`src/rtl/dac_regs_pkg.sv`:
```
package dac_regs_pkg;

   localparam int unsigned CTRL_W = 8;

   // Field order is the bit order of the control byte (bit 7 first).
   typedef struct packed {
      logic       mode8;   // 1: 8-bit code layout
      logic [1:0] rng;     // range select, index = channel
      logic [1:0] clr_n;   // active-low clears, index = channel
      logic       sync;    // 1: low-byte writes commit at once
      logic [1:0] pwr;     // power enables, index = channel
   } dac_ctrl_t;

   localparam dac_ctrl_t CTRL_RESET = '{
      mode8 : 1'b0,
      rng   : 2'b00,
      clr_n : 2'b00,
      sync  : 1'b1,
      pwr   : 2'b00
   };

endpackage

```
`src/rtl/dac_addr_dec.sv`:
```
module dac_addr_dec #(
   parameter int unsigned AW        = 8,
   parameter int unsigned NUM_CH    = 2,
   parameter int unsigned CTRL_ADDR = 'hFD,
   parameter int unsigned DATA_BASE = 'hF9
) (
   input  logic [AW-1:0]     addr,
   output logic              sel_ctrl,
   output logic [NUM_CH-1:0] sel_lo,
   output logic [NUM_CH-1:0] sel_hi
);

   localparam logic [AW-1:0] CTRL_A = AW'(CTRL_ADDR);

   if (DATA_BASE + 2 * NUM_CH > (1 << AW)) begin : g_bad_map
      $error("dac_addr_dec: data window exceeds address space");
   end

   assign sel_ctrl = (addr == CTRL_A);

   for (genvar c = 0; c < NUM_CH; c++) begin : g_ch
      localparam logic [AW-1:0] LO_A = AW'(DATA_BASE + 2 * c);
      localparam logic [AW-1:0] HI_A = AW'(DATA_BASE + 2 * c + 1);
      assign sel_lo[c] = (addr == LO_A);
      assign sel_hi[c] = (addr == HI_A);
   end

endmodule

```
`src/rtl/dac_ctrl_reg.sv`:
```
module dac_ctrl_reg
   import dac_regs_pkg::*;
(
   input  logic              clk,
   input  logic              rst_n,
   input  logic              wr_en,
   input  logic [CTRL_W-1:0] wdata,
   output dac_ctrl_t         ctrl_q,
   output logic              xfer,
   output logic              xfer_mode8
);

   dac_ctrl_t wr_val;

   assign wr_val     = dac_ctrl_t'(wdata);
   // Transfer fires only on a 0 -> 1 change of the sync bit.
   assign xfer       = wr_en && wr_val.sync && !ctrl_q.sync;
   assign xfer_mode8 = wr_val.mode8;

   always_ff @(posedge clk or negedge rst_n) begin
      if (!rst_n) begin
         ctrl_q <= CTRL_RESET;
      end else if (wr_en) begin
         ctrl_q <= wr_val;
      end
   end

   assert_ctrl_store_R2: assert property (@(posedge clk) disable iff (!rst_n)
      wr_en |=> (ctrl_q == dac_ctrl_t'($past(wdata))));

   assert_xfer_sets_sync_R6: assert property (@(posedge clk) disable iff (!rst_n)
      xfer |=> ctrl_q.sync);

endmodule

```
`src/rtl/dac_chan.sv`:
```
module dac_chan #(
   parameter int unsigned BUS_W  = 8,
   parameter int unsigned CODE_W = 12
) (
   input  logic              clk,
   input  logic              rst_n,
   input  logic              wr_lo,
   input  logic              wr_hi,
   input  logic [BUS_W-1:0]  wdata,
   input  logic              sync,
   input  logic              mode8,
   input  logic              xfer,
   input  logic              xfer_mode8,
   input  logic              clr_n,
   output logic [BUS_W-1:0]  lo_q,
   output logic [CODE_W-BUS_W-1:0] hi_q,
   output logic [CODE_W-1:0] code_o
);

   localparam int unsigned HI_W = CODE_W - BUS_W;

   if (HI_W < 1 || HI_W > BUS_W) begin : g_bad_width
      $error("dac_chan: CODE_W must lie in (BUS_W, 2*BUS_W]");
   end

   logic [CODE_W-1:0] latch_q;
   logic [CODE_W-1:0] wr_code;
   logic [CODE_W-1:0] xfer_code;

   // Layout of a committed code in either mode.
   assign wr_code   = mode8      ? {wdata, {HI_W{1'b0}}} : {hi_q, wdata};
   assign xfer_code = xfer_mode8 ? {lo_q,  {HI_W{1'b0}}} : {hi_q, lo_q};

   always_ff @(posedge clk or negedge rst_n) begin
      if (!rst_n) begin
         lo_q <= '0;
         hi_q <= '0;
      end else begin
         if (wr_lo) lo_q <= wdata;
         if (wr_hi) hi_q <= wdata[HI_W-1:0];
      end
   end

   always_ff @(posedge clk or negedge rst_n) begin
      if (!rst_n) begin
         latch_q <= '0;
      end else if (wr_lo && sync) begin
         latch_q <= wr_code;
      end else if (xfer) begin
         latch_q <= xfer_code;
      end
   end

   assign code_o = clr_n ? latch_q : '0;

   assert_hi_write_no_update_R3: assert property (@(posedge clk) disable iff (!rst_n)
      (wr_hi && !wr_lo && !xfer) |=> $stable(latch_q));

   assert_lo_commit_R4: assert property (@(posedge clk) disable iff (!rst_n)
      (wr_lo && sync && !mode8) |=> (latch_q == {$past(hi_q), $past(wdata)}));

   assert_buffered_hold_R5: assert property (@(posedge clk) disable iff (!rst_n)
      (!sync && !xfer) |=> $stable(latch_q));

   assert_xfer_load_R6: assert property (@(posedge clk) disable iff (!rst_n)
      (xfer && !xfer_mode8) |=> (latch_q == {$past(hi_q), $past(lo_q)}));

   assert_mode8_low_zero_R7: assert property (@(posedge clk) disable iff (!rst_n)
      (wr_lo && sync && mode8) |=> (latch_q[HI_W-1:0] == '0));

endmodule

```
`src/rtl/dac_rd_mux.sv`:
```
module dac_rd_mux #(
   parameter int unsigned BUS_W  = 8,
   parameter int unsigned HI_W   = 4,
   parameter int unsigned NUM_CH = 2
) (
   input  logic                          rd_en,
   input  logic                          sel_ctrl,
   input  logic [NUM_CH-1:0]             sel_lo,
   input  logic [NUM_CH-1:0]             sel_hi,
   input  logic [BUS_W-1:0]              ctrl_byte,
   input  logic [NUM_CH-1:0][BUS_W-1:0]  lo_bytes,
   input  logic [NUM_CH-1:0][HI_W-1:0]   hi_nibs,
   output logic [BUS_W-1:0]              rdata
);

   always_comb begin
      rdata = '0;
      if (rd_en) begin
         if (sel_ctrl) rdata = ctrl_byte;
         for (int c = 0; c < int'(NUM_CH); c++) begin
            if (sel_lo[c]) rdata = lo_bytes[c];
            if (sel_hi[c]) rdata = BUS_W'(hi_nibs[c]);
         end
      end
   end

endmodule

```
`src/rtl/dual_dac_regs.sv`:
```
module dual_dac_regs
   import dac_regs_pkg::*;
#(
   parameter int unsigned BUS_W     = 8,
   parameter int unsigned CODE_W    = 12,
   parameter int unsigned NUM_CH    = 2,
   parameter int unsigned CTRL_ADDR = 'hFD,
   parameter int unsigned DATA_BASE = 'hF9
) (
   input  logic                     clk,
   input  logic                     rst_n,
   input  logic [BUS_W-1:0]         bus_addr,
   input  logic                     bus_wr,
   input  logic [BUS_W-1:0]         bus_wdata,
   input  logic                     bus_rd,
   output logic [BUS_W-1:0]         bus_rdata,
   output logic [NUM_CH*CODE_W-1:0] ch_code,
   output logic [NUM_CH-1:0]        ch_range,
   output logic [NUM_CH-1:0]        ch_pwr
);

   localparam int unsigned HI_W = CODE_W - BUS_W;

   if (BUS_W != CTRL_W) begin : g_bad_bus
      $error("dual_dac_regs: bus width must match control byte");
   end
   if (NUM_CH != 2) begin : g_bad_ch
      $error("dual_dac_regs: control layout holds exactly two channels");
   end
   if (CODE_W <= BUS_W || CODE_W > 2 * BUS_W) begin : g_bad_code
      $error("dual_dac_regs: code width out of range");
   end

   logic                           sel_ctrl;
   logic [NUM_CH-1:0]              sel_lo;
   logic [NUM_CH-1:0]              sel_hi;
   logic                           wr_ctrl;
   logic [NUM_CH-1:0]              wr_lo;
   logic [NUM_CH-1:0]              wr_hi;
   dac_ctrl_t                      ctrl_q;
   logic                           xfer;
   logic                           xfer_mode8;
   logic [NUM_CH-1:0][BUS_W-1:0]   lo_bytes;
   logic [NUM_CH-1:0][HI_W-1:0]    hi_nibs;

   dac_addr_dec #(
      .AW(BUS_W), .NUM_CH(NUM_CH), .CTRL_ADDR(CTRL_ADDR), .DATA_BASE(DATA_BASE)
   ) dec_i (
      .addr(bus_addr), .sel_ctrl(sel_ctrl), .sel_lo(sel_lo), .sel_hi(sel_hi)
   );

   assign wr_ctrl = bus_wr && sel_ctrl;
   assign wr_lo   = {NUM_CH{bus_wr}} & sel_lo;
   assign wr_hi   = {NUM_CH{bus_wr}} & sel_hi;

   dac_ctrl_reg ctrl_i (
      .clk(clk), .rst_n(rst_n), .wr_en(wr_ctrl), .wdata(bus_wdata),
      .ctrl_q(ctrl_q), .xfer(xfer), .xfer_mode8(xfer_mode8)
   );

   for (genvar c = 0; c < NUM_CH; c++) begin : g_chan
      dac_chan #(.BUS_W(BUS_W), .CODE_W(CODE_W)) chan_i (
         .clk(clk), .rst_n(rst_n),
         .wr_lo(wr_lo[c]), .wr_hi(wr_hi[c]), .wdata(bus_wdata),
         .sync(ctrl_q.sync), .mode8(ctrl_q.mode8),
         .xfer(xfer), .xfer_mode8(xfer_mode8),
         .clr_n(ctrl_q.clr_n[c]),
         .lo_q(lo_bytes[c]), .hi_q(hi_nibs[c]),
         .code_o(ch_code[c*CODE_W +: CODE_W])
      );
      assign ch_range[c] = ctrl_q.rng[c];
      assign ch_pwr[c]   = ctrl_q.pwr[c];
   end

   dac_rd_mux #(.BUS_W(BUS_W), .HI_W(HI_W), .NUM_CH(NUM_CH)) rd_i (
      .rd_en(bus_rd), .sel_ctrl(sel_ctrl), .sel_lo(sel_lo), .sel_hi(sel_hi),
      .ctrl_byte(BUS_W'(ctrl_q)), .lo_bytes(lo_bytes), .hi_nibs(hi_nibs),
      .rdata(bus_rdata)
   );

   assert_wr_onehot_R9: assert property (@(posedge clk) disable iff (!rst_n)
      $onehot0({wr_ctrl, wr_lo, wr_hi}));

   assert_unmapped_quiet_R9: assert property (@(posedge clk) disable iff (!rst_n)
      (bus_wr && !sel_ctrl && (sel_lo == '0) && (sel_hi == '0)) |=>
         ($stable(ctrl_q) && $stable(lo_bytes) && $stable(hi_nibs) && $stable(ch_code)));

endmodule

```
`config.mk`:
```
export PLATFORM = sky130hd
export DESIGN_NAME = dual_dac_regs
export DESIGN_NICKNAME = d
export VERILOG_FILES = /design/src/rtl/dac_regs_pkg.sv /design/src/rtl/dac_addr_dec.sv /design/src/rtl/dac_ctrl_reg.sv /design/src/rtl/dac_chan.sv /design/src/rtl/dac_rd_mux.sv /design/src/rtl/dual_dac_regs.sv
export SDC_FILE = /design/constraint.sdc
export NUM_CORES = 1
export LEC_CHECK = 0
export BUFFER_PORTS_ARGS = -buffer_cell sky130_fd_sc_hd__buf_2
export CAP_MARGIN = 15
export CORE_ASPECT_RATIO = 1.2
export CORE_MARGIN = 1
export CORE_UTILIZATION = 56
export CTS_CLUSTER_SIZE = 24
export DETAILED_ROUTE_END_ITERATION = 7
export PLACE_DENSITY = 0.9
export SLEW_MARGIN = 30
export SYNTH_ARGS = -nofsm -noshare
export SYNTH_HDL_FRONTEND = slang
export SYNTH_SLANG_ARGS = --single-unit
```
`constraint.sdc`:
```
create_clock -name clk -period 2.3 [get_ports clk]
set_input_delay 0.23 -clock clk [delete_from_list [all_inputs] [get_ports clk]]
set_output_delay 0.23 -clock clk [all_outputs]
set_load 0.005 [all_outputs]
```
* Word-level counts from Yosys, hierarchy flattened
Index checks and enable logic that the tools add are counted.
Storage, ports and cells: register bits 56, output and inout bits 36, logic and storage cells 42
Operators by class: equal/unequal tests 5, mux-type cells 16, bitwise logic cells 2, reduce and logical (&&, ||, !) cells 8
Operators with widths (number):
- 12-bit 2-to-1 mux | 10
- 8-bit 2-to-1 mux | 6
- 8-bit equality test (second input constant) | 5
- 1-bit logical AND | 5
- 2-bit bitwise AND | 2
- 2-bit nonzero test | 2
- 1-bit zero test | 1

* Depth between registers and ports, before layout
depth in word-level cells 7, gate-level depth with buffers 7

* By module
Synthesis repeated with hierarchy kept, for this count alone.
Unflattened totals: cells, all modules 301, area, all modules 3259.4 µm²
Modules (own cells, without submodules):
- dac_chan (g_chan[0].chan_i) | instances 1, cells each 114, area each 1266.2 µm²
- dac_chan (g_chan[1].chan_i) | instances 1, cells each 114, area each 1263.7 µm²
- dac_ctrl_reg | instances 1, cells each 19, area each 350.3 µm²
- dac_rd_mux | instances 1, cells each 39, area each 272.8 µm²
- dac_addr_dec | instances 1, cells each 10, area each 75.1 µm²
- dual_dac_regs | instances 1, cells each 5, area each 31.3 µm²

* Worst setup path after synthesis
No wires, ideal clock.
path type reg-to-reg, from reg ctrl_i.ctrl_q[2] (netlist name), to reg g_chan[1].chan_i.latch_q[7], arrival time 1.609 ns, required time 2.175 ns, setup slack 0.567 ns, cell stages (with the launch flop) 6, buffers on the path 1, cells stage by stage dfstp_2 > and3b_1 > and3_1 > buf_2 > mux2_1 > mux2_2
On the way: longest elaborated chain between the ends 3, elaborated cells on any way between the ends 5, classes of those cells mux: 1; reduce/logical: 4
Ends and longest elaborated chain:
- 1-bit zero test | line dac_ctrl_reg.sv:17 | assign xfer = wr_en && wr_val.sync && !ctrl_q.sync;
- 1-bit logical AND | line dac_ctrl_reg.sv:17
- 2-bit nonzero test (no source line)
- end signal, assigned | line dac_chan.sv:48 | latch_q <= wr_code;
- end signal, assigned | line dac_chan.sv:50 | latch_q <= xfer_code;
- end, declared | line dac_chan.sv:26 | logic [CODE_W-1:0] latch_q;
Parallel ways exist; a longest one is shown, timed or not. A chain may end at the register's enable or synchronous reset.

* Worst setup path after layout
from reg g_chan[0].chan_i.lo_q[0], to out bus_rdata[0]
On the way: longest elaborated chain between the ends 5
Ends and longest elaborated chain:
- start, declared | line dac_chan.sv:15 | output logic [BUS_W-1:0] lo_q,
- start signal, assigned | line dac_chan.sv:39 | if (wr_lo) lo_q <= wdata;
- 8-bit 2-to-1 mux | line dac_rd_mux.sv:21 | if (sel_lo[c]) rdata = lo_bytes[c];
- 8-bit 2-to-1 mux | line dac_rd_mux.sv:22 | if (sel_hi[c]) rdata = BUS_W'(hi_nibs[c]);
- 8-bit 2-to-1 mux | line dac_rd_mux.sv:21
- 8-bit 2-to-1 mux | line dac_rd_mux.sv:22
- 8-bit 2-to-1 mux | line dac_rd_mux.sv:18 | if (rd_en) begin
- end, declared | line dual_dac_regs.sv:16 | output logic [BUS_W-1:0] bus_rdata,
Every way passes these cells.

==> metrics.txt <==
status finished, violations left; violated checks DRC; r2r endpoint g_chan[0].chan_i.latch_q[10]; clock network power share 0.292; Place WS 0.4240 ns; top-area cell type share of the netlist area 0.4343; highest attainable clock frequency 529.6 MHz; share of async-settable or async-resettable flops after synthesis 1.000; number of sinks on the clock net 56; number of hold violations in the final report 0; number of setup violations in the final report 0; setup skew after layout 0.005303 ns; reg-to-reg setup timing slack approximately 0.6 ns; H-tree level count 2; average footprint of a synthesized cell around 9.8 um2; number of distinct standard cells referenced by the synthesized netlist 37; starting density of the core 0.5902; maximum vdd drop 0.3728 mV; RePlAce Congestion 0.9381; DRT Wirelength ~8.3 mm; start point of the worst min-delay path bus_wdata[4]; Filler Cells Inserted 430; critical path data arrival time 1.66 ns; multi-input combinational cell area 1675 um2; most area-consuming cells after synthesis sky130_fd_sc_hd__dfrtp_1, sky130_fd_sc_hd__mux2_1, sky130_fd_sc_hd__mux2i_1; synthesized instance count 322; warnings from Yosys 0; Die Span X 70.68 um; via count normalized by instance count between 6 and 7; number of max-slew violations in the final report 0; Int Power approximately 1.3 mW; CP endpoint kind output port; total number of nets in the final design 393; Core ar. roughly 5400 um2; number of buffers on the longest clock path 2; reg2reg path depth 4; leading post-synthesis cells by instance count sky130_fd_sc_hd__dfrtp_1, sky130_fd_sc_hd__mux2_1, sky130_fd_sc_hd__nand2_1, sky130_fd_sc_hd__mux2i_1, sky130_fd_sc_hd__nor2_1; part of the total power dissipated in sequential elements 0.588; r2r startpoint ctrl_i.ctrl_q[2]; Pwr per Cell Area 504.5 nW/um2; number of instances resized during post-cts repair 0; worst hold path stage count 2; top-level port count 56; Post-Route Setup TNS 0 ns; switch share 0.2704; CP Max Fanout 4; total die area a little under 6000 um2; Final Cycle Share 0.8210; sequential fraction of the synthesis area 0.4426; number of core rows 29; total CTS buffers 5; clock slew seen by the registers of the worst setup and hold paths 0.10 ns; DRC violation total after the first TritonRoute iteration roughly 250; port bufs 55; root cell of the clock tree sky130_fd_sc_hd__clkbuf_8; overall global routing resource usage 0.3001; critical path class reg -> out; fraction of final layout cells with drive strength greater than 1 0.2005; Synthesized Nets 342; number of global-route vias before repair 2616; clock period minus final worst setup slack 1.888 ns; count of TritonRoute iterations in the first routing pass 8; area taken by flip-flops and latches 1403 um2; setup repair after global routing missed its margin false; routed vias 2758; reported max-cap violation count 0; net switching power figure 0.4898 mW; gr ovfl total 0; Relative slew margins 0.6656; combinational fraction of design power 0.119; WHS Endpoint ctrl_i.ctrl_q[4]; remaining number of nets flagged by the antenna check after routing 0; placement-stage cell area ~3500 um2; Startpoint Class flop; post-detailed-route wirelength per cell 19.08 um; number of hold-repair buffers added at the cts stage 1; Tightest Pin Transition 0.5015 ns; post-synthesis instance area between 3000 and 4000 um2; global-route wire length before repair between 10 and 15 mm; most instantiated library cell after synthesis sky130_fd_sc_hd__dfrtp_1; DRC errors left 4; number of buffers inserted to repair setup after CTS 0; Min-Delay Path Class in -> reg; CP Data Required Time 2.07 ns; #FFs+latches synth 56; Worst-Skew Late Latency just over 0.3 ns; most frequently used flop master after synthesis sky130_fd_sc_hd__dfrtp_1; post-route standard cell area excluding fillers between 3000 and 4000 um2; final setup slack of the worst path 0.4116 ns; largest net degree at the start of global routing 23; HPWL reported at the end of detailed placement 6.076 mm; EDFF count, synth 0; Layout Area Growth over Synthesis 13.26%; Antenna diodes 0; height of the die 84.41 um; initial antenna violation count 0; clock tree from TritonCTS yes; Power, Total 1.811 mW; library cell with the largest summed area after synthesis sky130_fd_sc_hd__dfrtp_1; Static Leak around 1.8 nW
-- cells by family (layout without fill, tap and decap cells) --
family          count (synthesis)  in the layout  share of synthesized area
mux                            64             64                     0.2163
compound gates                 67             67                     0.1319
flops                          56             56                     0.4426
buf+inv                        22             74                    0.02882
simple gates                  113            113                     0.1804
-- area by class of cell --
cell class | instances | share of cell area
clock inverter | 1 | 0.001394
inverter | 2 | 0.002091
clock buffer | 7 | 0.02126
sequential | 56 | 0.3907
multi-input combinational | 244 | 0.4667
timing repair buffer | 64 | 0.09620
tap | 62 | 0.02161
-- sequential cells by signal, summed over array words and instances, names as in the netlist --
name / cells
g_chan.chan_i.latch_q: 24
g_chan.chan_i.lo_q: 16
g_chan.chan_i.hi_q: 8
ctrl_i.ctrl_q: 8
-- routing by layer --
layer,wire (um),global-route usage,part of all wire,vias up
met5,0,0,0,-
met4,367,0.1800,0.044,0
met3,705,0.04202,0.085,32
met2,4034,0.4740,0.48,170
met1,3211,0.3948,0.39,1300
li1,-,-,-,1256
-- cells in the final DEF (no fill, tap or decap) --
cell,instances
sky130_fd_sc_hd__a31oi_1,4
sky130_fd_sc_hd__o2111a_1,2
sky130_fd_sc_hd__and2_1,25
sky130_fd_sc_hd__nor3_2,1
sky130_fd_sc_hd__nand3_1,7
sky130_fd_sc_hd__buf_2,55
sky130_fd_sc_hd__nor2_4,1
sky130_fd_sc_hd__o31ai_1,4
sky130_fd_sc_hd__nor4bb_1,1
sky130_fd_sc_hd__a221o_1,2
sky130_fd_sc_hd__nand2_1,33
sky130_fd_sc_hd__o211ai_1,1
sky130_fd_sc_hd__and3_1,2
sky130_fd_sc_hd__dfrtp_1,55
sky130_fd_sc_hd__a22oi_1,1
sky130_fd_sc_hd__o21ai_0,7
sky130_fd_sc_hd__mux2i_1,28
sky130_fd_sc_hd__dfstp_2,1
sky130_fd_sc_hd__nand4_1,1
sky130_fd_sc_hd__and3b_1,1
sky130_fd_sc_hd__and4b_1,1
sky130_fd_sc_hd__buf_4,8
sky130_fd_sc_hd__nor3_1,1
sky130_fd_sc_hd__a2bb2oi_1,3
sky130_fd_sc_hd__clkbuf_1,2
sky130_fd_sc_hd__o32ai_1,4
sky130_fd_sc_hd__clkbuf_8,5
sky130_fd_sc_hd__clkinv_2,1
sky130_fd_sc_hd__and4_1,1
sky130_fd_sc_hd__inv_1,2
sky130_fd_sc_hd__o21ai_1,8
sky130_fd_sc_hd__nor2_1,26
sky130_fd_sc_hd__a21oi_1,20
sky130_fd_sc_hd__o22ai_1,11
sky130_fd_sc_hd__nand2b_1,6
sky130_fd_sc_hd__mux2_2,3
sky130_fd_sc_hd__nor2b_1,5
sky130_fd_sc_hd__or4_1,1
sky130_fd_sc_hd__mux2_1,33
sky130_fd_sc_hd__dlygate4sd3_1,1
-- per-stage QoR --
stage	instances	util	hold slack [ns]
finish	436	0.6685	0.2599
global route	436	0.6685	0.2578
CTS	436	0.6685	0.2508
detailed placement	427	0.6514	0.1928
global placement	427	0.6514	0.1925
floorplan	322	-	-0.06559
-- critical path, cell delays in order (launching register included) --
cell                      delay [ns]
sky130_fd_sc_hd__dfrtp_1        0.45
sky130_fd_sc_hd__mux2_1         0.32
sky130_fd_sc_hd__a22oi_1        0.18
sky130_fd_sc_hd__o22ai_1        0.11
sky130_fd_sc_hd__and2_1         0.17
sky130_fd_sc_hd__buf_2          0.12
-- power groups by stage --
stage / Combinational [mW] / Sequential, mW / Clock (mW)
6_report: 0.216 / 1.07 / 0.530
5_1_grt: 0.236 / 1.07 / 0.562
4_1_cts: 0.213 / 1.06 / 0.537
3_5_place_dp: 0.211 / 1.08 / 0
3_3_place_gp: 0.205 / 1.08 / 0
2_1_floorplan: 0.127 / 1.06 / 0
-- worst max path at each step --
stage,depth (start not counted),end,from
CTS,5,bus_rdata[0],g_chan[0].chan_i.lo_q[0]
floorplan,5,g_chan[1].chan_i.latch_q[7],ctrl_i.ctrl_q[2]
finish,5,bus_rdata[0],g_chan[0].chan_i.lo_q[0]
detailed placement,4,ctrl_i.ctrl_q[6],bus_addr[0]
global placement,4,ctrl_i.ctrl_q[6],bus_addr[0]
global route,5,bus_rdata[0],g_chan[0].chan_i.lo_q[0]
No activity file was read; power rests on OpenSTA's default activity.
